<file path="src/rtl/uart9_addr_rx.sv">
module uart9_addr_rx #(
  parameter int CLK_DIV = 27,
  parameter int OVS     = 16
) (
  input  logic       clk,
  input  logic       rst_n,
  input  logic       rxd,
  input  logic       rx_en,
  input  logic       filter_en,
  input  logic [7:0] station_addr,
  input  logic       flag_clr,
  output logic [7:0] rx_byte,
  output logic       rx_bit9,
  output logic       irq_flag
);
  localparam int DW  = (CLK_DIV > 2) ? $clog2(CLK_DIV) : 1;
  localparam int SW  = $clog2(OVS);
  localparam int MID = OVS / 2;
  localparam int NB  = 9;

  typedef enum logic [1:0] {IDLE, START, DATA, STOP} st_t;

  st_t           st_q;
  logic [DW-1:0] div_q;
  logic [1:0]    sync_q;
  logic [SW-1:0] sub_q;
  logic [3:0]    bit_q;
  logic [1:0]    vote_q;
  logic [NB-1:0] shf_q;

  logic tick, line, decide, bit_end, maj, frame_done, hit, accept;

  assign tick    = (div_q == DW'(CLK_DIV - 1));
  assign line    = sync_q[1];
  assign decide  = tick && (sub_q == SW'(MID + 1));
  assign bit_end = tick && (sub_q == SW'(OVS - 1));
  assign maj     = (vote_q[0] & vote_q[1]) | (vote_q[0] & line) | (vote_q[1] & line);

  assign frame_done = (st_q == STOP) && decide && maj;
  assign hit        = !filter_en || (shf_q[8] && (shf_q[7:0] == station_addr));
  assign accept     = frame_done && rx_en && !irq_flag && hit;

  always_ff @(posedge clk or negedge rst_n) begin
    if (!rst_n) begin
      div_q  <= '0;
      sync_q <= 2'b11;
    end else begin
      div_q  <= tick ? '0 : div_q + 1'b1;
      sync_q <= {sync_q[0], rxd};
    end
  end

  always_ff @(posedge clk or negedge rst_n) begin
    if (!rst_n) begin
      st_q   <= IDLE;
      sub_q  <= '0;
      bit_q  <= '0;
      vote_q <= 2'b11;
      shf_q  <= '0;
    end else if (tick) begin
      vote_q <= {vote_q[0], line};
      sub_q  <= bit_end ? '0 : sub_q + 1'b1;
      case (st_q)
        IDLE: begin
          sub_q <= SW'(1);
          if (!line) st_q <= START;
        end
        START: begin
          if (decide && maj) st_q <= IDLE;
          else if (bit_end) begin
            st_q  <= DATA;
            bit_q <= '0;
          end
        end
        DATA: begin
          if (decide) shf_q <= {maj, shf_q[NB-1:1]};
          if (bit_end) begin
            if (bit_q == 4'(NB - 1)) st_q <= STOP;
            else bit_q <= bit_q + 1'b1;
          end
        end
        STOP: begin
          if (decide) st_q <= IDLE;
        end
        default: st_q <= IDLE;
      endcase
    end
  end

  always_ff @(posedge clk or negedge rst_n) begin
    if (!rst_n) begin
      rx_byte  <= '0;
      rx_bit9  <= 1'b0;
      irq_flag <= 1'b0;
    end else if (accept) begin
      rx_byte  <= shf_q[7:0];
      rx_bit9  <= shf_q[8];
      irq_flag <= 1'b1;
    end else if (flag_clr) begin
      irq_flag <= 1'b0;
    end
  end

  // a filtered acceptance always carries this station's address
  a_r6_addr_match: assert property (@(posedge clk) disable iff (!rst_n)
    ($rose(irq_flag) && $past(filter_en)) |-> (rx_bit9 && rx_byte == $past(station_addr)));

  // no acceptance while reception is disabled
  a_r8_enable: assert property (@(posedge clk) disable iff (!rst_n)
    $rose(irq_flag) |-> $past(rx_en));

  // outputs frozen while the flag is pending
  a_r9_hold: assert property (@(posedge clk) disable iff (!rst_n)
    irq_flag |=> ($stable(rx_byte) && $stable(rx_bit9)));

  // clear strobe drops a pending flag
  a_r11_clear: assert property (@(posedge clk) disable iff (!rst_n)
    (flag_clr && irq_flag) |=> !irq_flag);

  // data bit counter stays inside the nine-bit frame
  a_r1_bitcount: assert property (@(posedge clk) disable iff (!rst_n)
    bit_q <= 4'(NB - 1));

  // a flag rise only follows the stop-bit decision
  a_r4_stop_sampled: assert property (@(posedge clk) disable iff (!rst_n)
    $rose(irq_flag) |-> (st_q == IDLE));
endmodule

</file>
<file path="config.mk">
export PLATFORM = sky130hd
export DESIGN_NAME = uart9_addr_rx
export DESIGN_NICKNAME = d
export VERILOG_FILES = /design/src/rtl/uart9_addr_rx.sv
export SDC_FILE = /design/constraint.sdc
export NUM_CORES = 1
export LEC_CHECK = 0
export BUFFER_PORTS_ARGS = -buffer_cell sky130_fd_sc_hd__buf_2
export CORE_UTILIZATION = 51
export CTS_CLUSTER_DIAMETER = 100
export DETAILED_ROUTE_END_ITERATION = 10
export PLACE_DENSITY_LB_ADDON = 0.12
export SYNTH_ARGS = -nofsm -noshare
export SYNTH_HDL_FRONTEND = slang
export SYNTH_SLANG_ARGS = --single-unit
</file>
<file path="constraint.sdc">
create_clock -name clk -period 2 [get_ports clk]
set_input_delay 0.3 -clock clk [delete_from_list [all_inputs] [get_ports clk]]
set_output_delay 0.3 -clock clk [all_outputs]
set_load 0.02 [all_outputs]
</file>
# == After elaboration in Yosys (flattened, before gate mapping) ==
# Index checks and enable logic that the tools add are counted.
# totals
output_inout_bits,10
ff_bits,38
wordCells,69
inputBits,14
# classes
eq_ne,16
bitwise,5
muxes,17
add_sub_neg,3
n_reduce_logical,18
# ops
op,count
$mux 4,6
$ne 2x2->1 const B,7
$eq 4x4->1 const B,3
$mux 2,6
$reduce_and 6->1,2
$logic_and 1x1->1,9
$add 4x1->4 const B,2
$eq 8x8->1,1
$pmux 2 s4,1
$pmux 4 s2,1
$add 5x1->5 const B,1
$eq 5x5->1 const B,1
$mux 5,1
$eq 2x2->1 const B,2
$reduce_bool 2->1,2
$and 1x1->1,3
$ne 3x3->1 const B,1
$reduce_and 3->1,1
$eq 2x1->1 const B,1
$logic_not 1->1,2
$logic_not 2->1,1
$mux 1,2
$or 1x1->1,2
$logic_or 1x1->1,1

# == Depth between registers and ports, before layout ==
# Gate-level depths: netlist (run 1).
# logic_depth
depth_word,8
depth_mapped,8
ltp_nobuf,7

# == Worst setup path after synthesis (run 1) ==
# No wires, ideal clock.
# synth_path
path_kind,register to register
startpoint,register div_q[0]
endpoint,register rx_bit9
synth_period_minus_slack_ns,1.961
setup_time_ns,0.125
slack_ns,0.039
required_ns,1.875
n_path_buf,1
stages_incl_launch_ff,9
t_arrival_ns,1.835
cell_sequence,dfrtp_1 -> inv_1 -> ha_1 -> nand4b_4 -> nor3_2 -> or3b_1 -> o31a_1 -> buf_6 -> mux2_4
# synth_via
elab_chain_len,7
# synth_lines
element,line_no,source
from (decl),24,logic [DW-1:0] div_q;
from (signal assigned),48,div_q <= tick ? '0 : div_q + 1'b1;
$eq 5x5->1,33,assign tick = (div_q == DW'(CLK_DIV - 1));
$logic_and 1x1->1,35,assign decide = tick && (sub_q == SW'(MID + 1));
$logic_and 1x1->1 (2 in series),39,assign frame_done = (st_q == STOP) && decide && maj;
$logic_and 1x1->1 (3 in series),41,assign accept = frame_done && rx_en && !irq_flag && hit;
to (signal assigned),97,rx_bit9 <= shf_q[8];
to (decl),13,"output logic rx_bit9,"
# No other way between the ends.
# A chain may end at the register's enable or synchronous reset.

# == Worst setup path in the final report (run 1) ==
# layout_path
startpoint,register div_q[0]
endpoint,register rx_byte[1]
# layout_via
elab_chain_len,7
# layout_lines
element,line_no,source
$eq 5x5->1,33,
$logic_and 1x1->1,35,
$logic_and 1x1->1 (2 in series),39,
$logic_and 1x1->1 (3 in series),41,
to (signal assigned),96,rx_byte <= shf_q[7:0];
to (decl),12,"output logic [7:0] rx_byte,"
# No other way between the ends.

==> run_results.csv, run 1 <==
group,metric,value,unit
status,status,"complete, no violations",
grt,grt_use_total,21.2,%
worst_setup_path,critical-path-slowest-cell,"or3b_4",
worst_setup_path,reg2reg_slack,90,ps
floorplanning,initial_utilization,54.4,%
logic_synthesis,main_flop_type_after_synthesis,"dfrtp_1",
logic_synthesis,ys.warnings.count,0,
timing,transition_time_of_the_tightest_slew_check_pin,816,ps
worst_setup_path,maximum_fanout_count_along_the_critical_path,5,
power_and_ir_drop,net-switching-power,0.000278,W
grt,grt.overflow.total,0,
power_and_ir_drop,power.combinational.fraction,3.6,%
final_layout,final_cells,246,
flow_run,maxCapViolCount,0,
logic_synthesis,postSynthCellCount,161,
placement,buffer_ports.inserted,23,
detailed_routing,dr.pass1.iters,4,
power_and_ir_drop,power_frac_clock,39.6,%
power_and_ir_drop,internal-power,0.00109,W
cts,cts_max_path_buffers,2,
worst_setup_path,cp.required,2230,ps
logic_synthesis,syn_area_per_cell,11.5,sq um
timing,min_period_over_period,95.5,%
power_and_ir_drop,pwr-share-seq,56.8,%
grt,grt_pass1_wl,6.23,mm
cts,clock_sink_count,38,
logic_synthesis,yosys_register_bits,38,
grt,number_of_antenna_violations_at_the_first_check_in_global_routing,0,
detailed_routing,routed-via-count,1344,
timing,post-route-worst-setup-slack,89.0,ps
final_layout,area_growth,20.5,%
grt,largest_net_degree_at_the_start_of_global_routing,39,
cts,htree_num_levels,2,
timing,fmax,0.523,GHz
grt,via_count_of_the_first_global_routing_pass,1289,
min_path,hold_class,"in -> async",
timing,finalSetupViolCount,0,
worst_setup_path,chain_of_cells_forming_the_critical_path,"inv_1 > ha_4 > nand4b_4 > nor3_4 > or3b_4 > o31a_4 > mux2_4",
floorplanning,floorplan_core_area,3420,sq um
worst_setup_path,path_buf_inv,1,
timing,hold_ws,43.7,ps
logic_synthesis,postSynthNetCount,181,
cts,tritoncts,"done",
detailed_routing,final_antenna_net_count,0,
logic_synthesis,synth-seq-area-share,51.4,%
worst_setup_path,rr_endpoint,"rx_byte[1]",
worst_setup_path,max_stage_delay,420,ps
detailed_routing,initialDrtViolationCount,85,
floorplanning,floorplan.die_area,3890,sq um
floorplanning,die_w,62.4,microns
worst_setup_path,worstSetupEndpointType,"flop",
floorplanning,design.portCount,24,
logic_synthesis,synth-async-reset-ratio,100,%
power_and_ir_drop,p_per_area,611,nW/um^2
timing,fin_setup_tns,0,ps
floorplanning,row_count,21,
worst_setup_path,timing.reg2reg.worst_path_depth,7,
cts,clock_insertion_delay_worst_skew,340,ps
placement,hpwlAfterDp,2.63,mm
detailed_routing,route.detailed.drc,0,
logic_synthesis,synth_area_leader_cell,"dfrtp_1",
cts,cts_buffers,5,
worst_setup_path,crit_type,"reg -> reg",
placement,detailedPlace.worstSlack,-153,ps
final_layout,antenna-diode-count,0,
worst_setup_path,worst_path_dominant_cell_family,"simple AND/OR/NAND/NOR gates",
timing,final-max-slew-violation-count,0,
detailed_routing,final_routed_wirelength_across_all_metal_layers,3.67,mm
detailed_routing,detail_route.wl_per_cell,14.9,microns
placement,numPlacedInstances,235,
logic_synthesis,mapped_cell_area,1860,sq um
worst_setup_path,start_kind,"flop",
detailed_routing,mean_number_of_vias_per_cell,5.46,
cts,post_cts_hold_buffer_count,0,
power_and_ir_drop,power.leakage,1.14,nW
cts,cts.clk_slew.worst_paths,120,ps
cts,ctsRootBufferMaster,"clkbuf_4",
timing,relSlewSlack,45.6,%
logic_synthesis,share_of_the_synthesized_area_in_the_top_cell_type,45.8,%
timing,final.min_clock_period,1910,ps
placement,finalWeightedCongestion,0.836,
final_layout,drive_gt1_share,36.5,%
logic_synthesis,netlist_top_cells_area,"dfrtp_1, mux2_4, dfstp_2",
logic_synthesis,ys_types,38,
logic_synthesis,synth-edff-count,0,
final_layout,final_util,65.6,%
worst_setup_path,worst_ep_arrival_time,2140,ps
timing,clock-skew-final,12.7,ps
timing,hold_violations,0,
final_layout,post_layout_net_count,219,
floorplanning,chipHeight,62.4,microns
worst_setup_path,critical_path.reg2reg.startpoint,"div_q[0]",
power_and_ir_drop,vdd.ir_drop.worst,0.000416,V
power_and_ir_drop,netSwitchingFraction,20.3,%
[cell usage in the layout (no fill, tap or decap), types with 4 or more instances in the layout]
cell / count
nor3_1: 4
o21ai_0: 12
dfrtp_1: 34
nor2_1: 7
nand3_1: 6
nand2_1: 14
clkbuf_4: 5
xor2_1: 5
mux2_2: 9
dfstp_2: 4
buf_2: 23
buf_4: 12
ha_1: 5
inv_1: 9
mux2_4: 9
xnor2_1: 5
[area by class of cell]
class | count | area, sq um
Inverter | 9 | 33.8
Clock buffer | 7 | 55.1
Sequential cell | 38 | 956
Multi-Input combinational cell | 110 | 902
Clock inverter | 1 | 30.0
Tap cell | 46 | 57.6
Fill cell | 279 | 1180
Timing Repair Buffer | 35 | 205
[synth_stat cells (all sizes together) (2+ instances only)]
cell and instances:
mux2 18, or3 2, nor2 8, xnor2 5, a21o 2, a31oi 3
nand2 14, o21ai 12, ha 6, nor3 5, mux2i 2, xor2 5
a22oi 2, nand3 7, a21oi 3, inv 9, dfstp 4, dfrtp 34
clkbuf 4
[worst reg2reg max path, delay by kind of cell (launching register included)]
kind	cells	cell delay, ps
AO/OA/AOI/OAI	1	160
adder cells (fa/ha/maj)	1	160
buffers and inverters	1	100
flip-flops	1	390
multiplexers	1	310
AND/OR/NAND/NOR	3	690
[power groups by stage]
stage | logic [W] | registers [W] | clock network (W)
2_1_floorplan | 0.0000149 | 0.000791 | 0
3_3_place_gp | 0.0000476 | 0.000792 | 0
3_5_place_dp | 0.0000488 | 0.000792 | 0
4_1_cts | 0.0000490 | 0.000777 | 0.000564
5_1_grt | 0.0000565 | 0.000778 | 0.000592
6_report | 0.0000496 | 0.000777 | 0.000543
[state kept, by name, summed over array words and instances, names as in the netlist, 2 cells and up, named ones only]
signal,flops
shf_q,9
rx_byte,8
div_q,5
bit_q,4
sub_q,4
sync_q,2
vote_q,2
[metal layers]
| layer | wire length [microns] | track usage (%) | vias up |
|---|---|---|---|
| met5 | 0 | 0 | - |
| met4 | 72 | 8.72 | 0 |
| met3 | 151 | 5.11 | 7 |
| met2 | 1750 | 33.1 | 38 |
| met1 | 1690 | 28.5 | 654 |
| li1 | - | - | 645 |
[kinds of logic (layout without fill, tap and decap cells)]
family          Yosys count  in the layout  share of synthesized area, %
simple gates             45             45                          13.4
flops                    38             38                          51.4
compound gates           27             28                          8.88
mux                      20             20                          13.8
buf+inv                  14             52                          3.23
xor+xnor                 10             10                          4.71
fa+ha+maj                 7              7                          4.58
[how the worst max path moves through the flow]
stage	startpoint	slack, ps	depth (start not counted)	to
6_report	div_q[0]	90	7	rx_byte[1]
5_1_grt	div_q[0]	-7	7	rx_byte[5]
4_1_cts	div_q[0]	4	7	rx_byte[1]
3_5_place_dp	div_q[0]	-150	7	rx_byte[4]
3_3_place_gp	station_addr[7]	-40	6	rx_byte[6]
2_1_floorplan	div_q[0]	40	8	rx_bit9
[stage by stage]
stage / cell area [sq um] / total power [W]
after floorplan: 1860 / 0.000806
after global placement: 2080 / 0.000839
after detailed placement: 2080 / 0.000840
after CTS: 2180 / 0.00139
after global routing: 2240 / 0.00143
final: 2240 / 0.00137
[timing repair]
item                       4_1_cts  5_1_grt
gates resized for setup          3        6
setup endpoints to repair        9        9
cloned                           0        1
buffers inserted                 0        2
pin swaps                        0        3
(Power assumes the default switching activity.)
==> inputs of run 2 (changes only) <==
Settings changed: RECOVER_POWER from default to 50.
==> run 2 against run 1 <==
  * Maximum frequency is the same
  * Highest routed layer unchanged
  * Critical endpoint unchanged
  * First-iteration DRC count is the same
  * Sequential power is essentially flat
  * Largest cell class unchanged
  * Core utilization shrank 0.11 points
  * Largest power group unchanged
  * Routed wire length is essentially flat
  * Sequential share of layout area grew 0.072 points
  * Critical path depth is the same
==> run_results.csv, run 2 (same netlist as run 1, synthesis figures left out) <==
group,metric,value,unit
status,status,"complete, no violations",
timing,final-max-slew-violation-count,0,
floorplanning,floorplan_core_area,3420,sq um
placement,finalWeightedCongestion,0.836,
floorplanning,chipHeight,62.4,microns
timing,transition_time_of_the_tightest_slew_check_pin,816,ps
final_layout,largest_register_ff_count,9,
final_layout,most-common-layout-cells,"dfrtp_1, buf_2, nand2_1",
cts,tritoncts,"done",
timing,hold_ws,43.7,ps
placement,hpwlAfterDp,2.63,mm
floorplanning,row_count,21,
floorplanning,die_w,62.4,microns
placement,buffer_ports.inserted,23,
power_and_ir_drop,power.leakage,1.13,nW
detailed_routing,initialDrtViolationCount,85,
worst_setup_path,critical_path.reg2reg.startpoint,"div_q[0]",
placement,detailedPlace.worstSlack,-153,ps
power_and_ir_drop,vdd.ir_drop.worst,0.000416,V
final_layout,regMostFlops,"shf_q",
final_layout,post_layout_net_count,219,
final_layout,drive_gt1_share,35.0,%
timing,min_period_over_period,95.5,%
timing,finalSetupViolCount,0,
grt,largest_net_degree_at_the_start_of_global_routing,39,
cts,clock_sink_count,38,
grt,via_count_of_the_first_global_routing_pass,1289,
worst_setup_path,cp.required,2230,ps
placement,placed_cell_area,2080,sq um
worst_setup_path,timing.reg2reg.worst_path_depth,7,
final_layout,register_area,956,sq um
detailed_routing,dr.pass1.iters,4,
power_and_ir_drop,p_per_area,612,nW/um^2
power_and_ir_drop,totalPowerFinal,0.00137,W
timing,hold_violations,0,
worst_setup_path,reg2reg_slack,90,ps
grt,grt_pass1_wl,6.23,mm
flow_run,maxCapViolCount,0,
floorplanning,floorplan.die_area,3890,sq um
timing,clock-skew-final,12.7,ps
final_layout,antenna-diode-count,0,
final_layout,final_util,65.5,%
final_layout,multi_input_comb_area,902,sq um
timing,post-route-worst-setup-slack,89.0,ps
worst_setup_path,crit_type,"reg -> reg",
cts,cts.clk_slew.worst_paths,120,ps
floorplanning,initial_utilization,54.4,%
cts,post_cts_hold_buffer_count,0,
detailed_routing,route.detailed.drc,0,
worst_setup_path,rr_endpoint,"rx_byte[1]",
final_layout,area_growth,20.3,%
detailed_routing,final_antenna_net_count,0,
detailed_routing,detail_route.wl_per_cell,14.9,microns
worst_setup_path,maximum_fanout_count_along_the_critical_path,5,
cts,clock_insertion_delay_worst_skew,340,ps
worst_setup_path,critical_path.startpoint,"div_q[0]",
cts,cts_buffers,5,
final_layout,layout_commonest_cell,"dfrtp_1",
timing,relSlewSlack,45.6,%
final_layout,largest_registers,"shf_q (9), rx_byte (8), div_q (5)",
min_path,hold_class,"in -> async",
grt,grt_use_total,21.2,%
worst_setup_path,worstSetupEndpointType,"flop",
final_layout,final.fill_count,282,
timing,final.min_clock_period,1910,ps
detailed_routing,final_routed_wirelength_across_all_metal_layers,3.67,mm
grt,grt.overflow.total,0,
cts,ctsRootBufferMaster,"clkbuf_4",
final_layout,postLayoutCellArea,2240,sq um
grt,number_of_antenna_violations_at_the_first_check_in_global_routing,0,
worst_setup_path,start_kind,"flop",
worst_setup_path,worst_ep_arrival_time,2140,ps
detailed_routing,routed-via-count,1344,
timing,fmax,0.523,GHz
cts,cts_max_path_buffers,2,
cts,htree_num_levels,2,
floorplanning,design.portCount,24,
detailed_routing,mean_number_of_vias_per_cell,5.46,
[run 2: changes by cell type in the layout (fill, tap and decap cells not counted)]
cell	before	now
clkbuf_1	1	4
buf_2	23	20
[run 2: layer usage]
layer	up-vias	global-route usage (%)	part of all wire, %
met5	-	0	0
met3	7	5.11	4.1
met1	654	28.5	46
li1	645	-	-
met2	38	33.1	48
met4	0	8.72	2.0
[run 2: cell type report]
cell class              count  share of cell area (%)
clock buffers               7                    2.46
clock inverters             1                    1.34
inverters                   9                    1.51
multi-input cells         110                    40.3
flip-flops and latches     38                    42.8
well taps                  46                    2.57
repair buffers             35                    9.01
[run 2: critical path: stages, from the launching register on]
cell,delay [ps]
dfrtp_1,390
inv_1,100
ha_4,160
nand4b_4,120
nor3_4,150
or3b_4,420
o31a_4,160
mux2_4,310
[run 2: stage by stage]
step | std cells | TNS (ps)
global placement | 235 | -318
CTS | 243 | 0
floorplan | 161 | 0
global route | 246 | -12.6
finish | 246 | 0
detailed placement | 235 | -1330
[run 2: repair_timing]
action	in CTS	in global routing
resized for setup	3	6
cloned	0	1
setup buffers	0	2
pin swaps	0	3
endpoints found under the setup margin	9	9
[run 2: report_power, final]
| group | switching, W | internal [W] | leakage (nW) |
|---|---|---|---|
| clock | 0.000244 | 0.000299 | 0.0455 |
| sequential | 0.00000227 | 0.000775 | 0.495 |
| combinational | 0.0000318 | 0.0000178 | 0.588 |
| total | 0.000278 | 0.00109 | 1.13 |
[run 2: worst max path at each step]
stage                       to  slack, ps  depth (start not counted)
floorplan              rx_bit9         40                          8
global placement    rx_byte[6]        -40                          6
detailed placement  rx_byte[4]       -150                          7
CTS                 rx_byte[1]          4                          7
global route        rx_byte[5]         -7                          7
finish              rx_byte[1]         90                          7
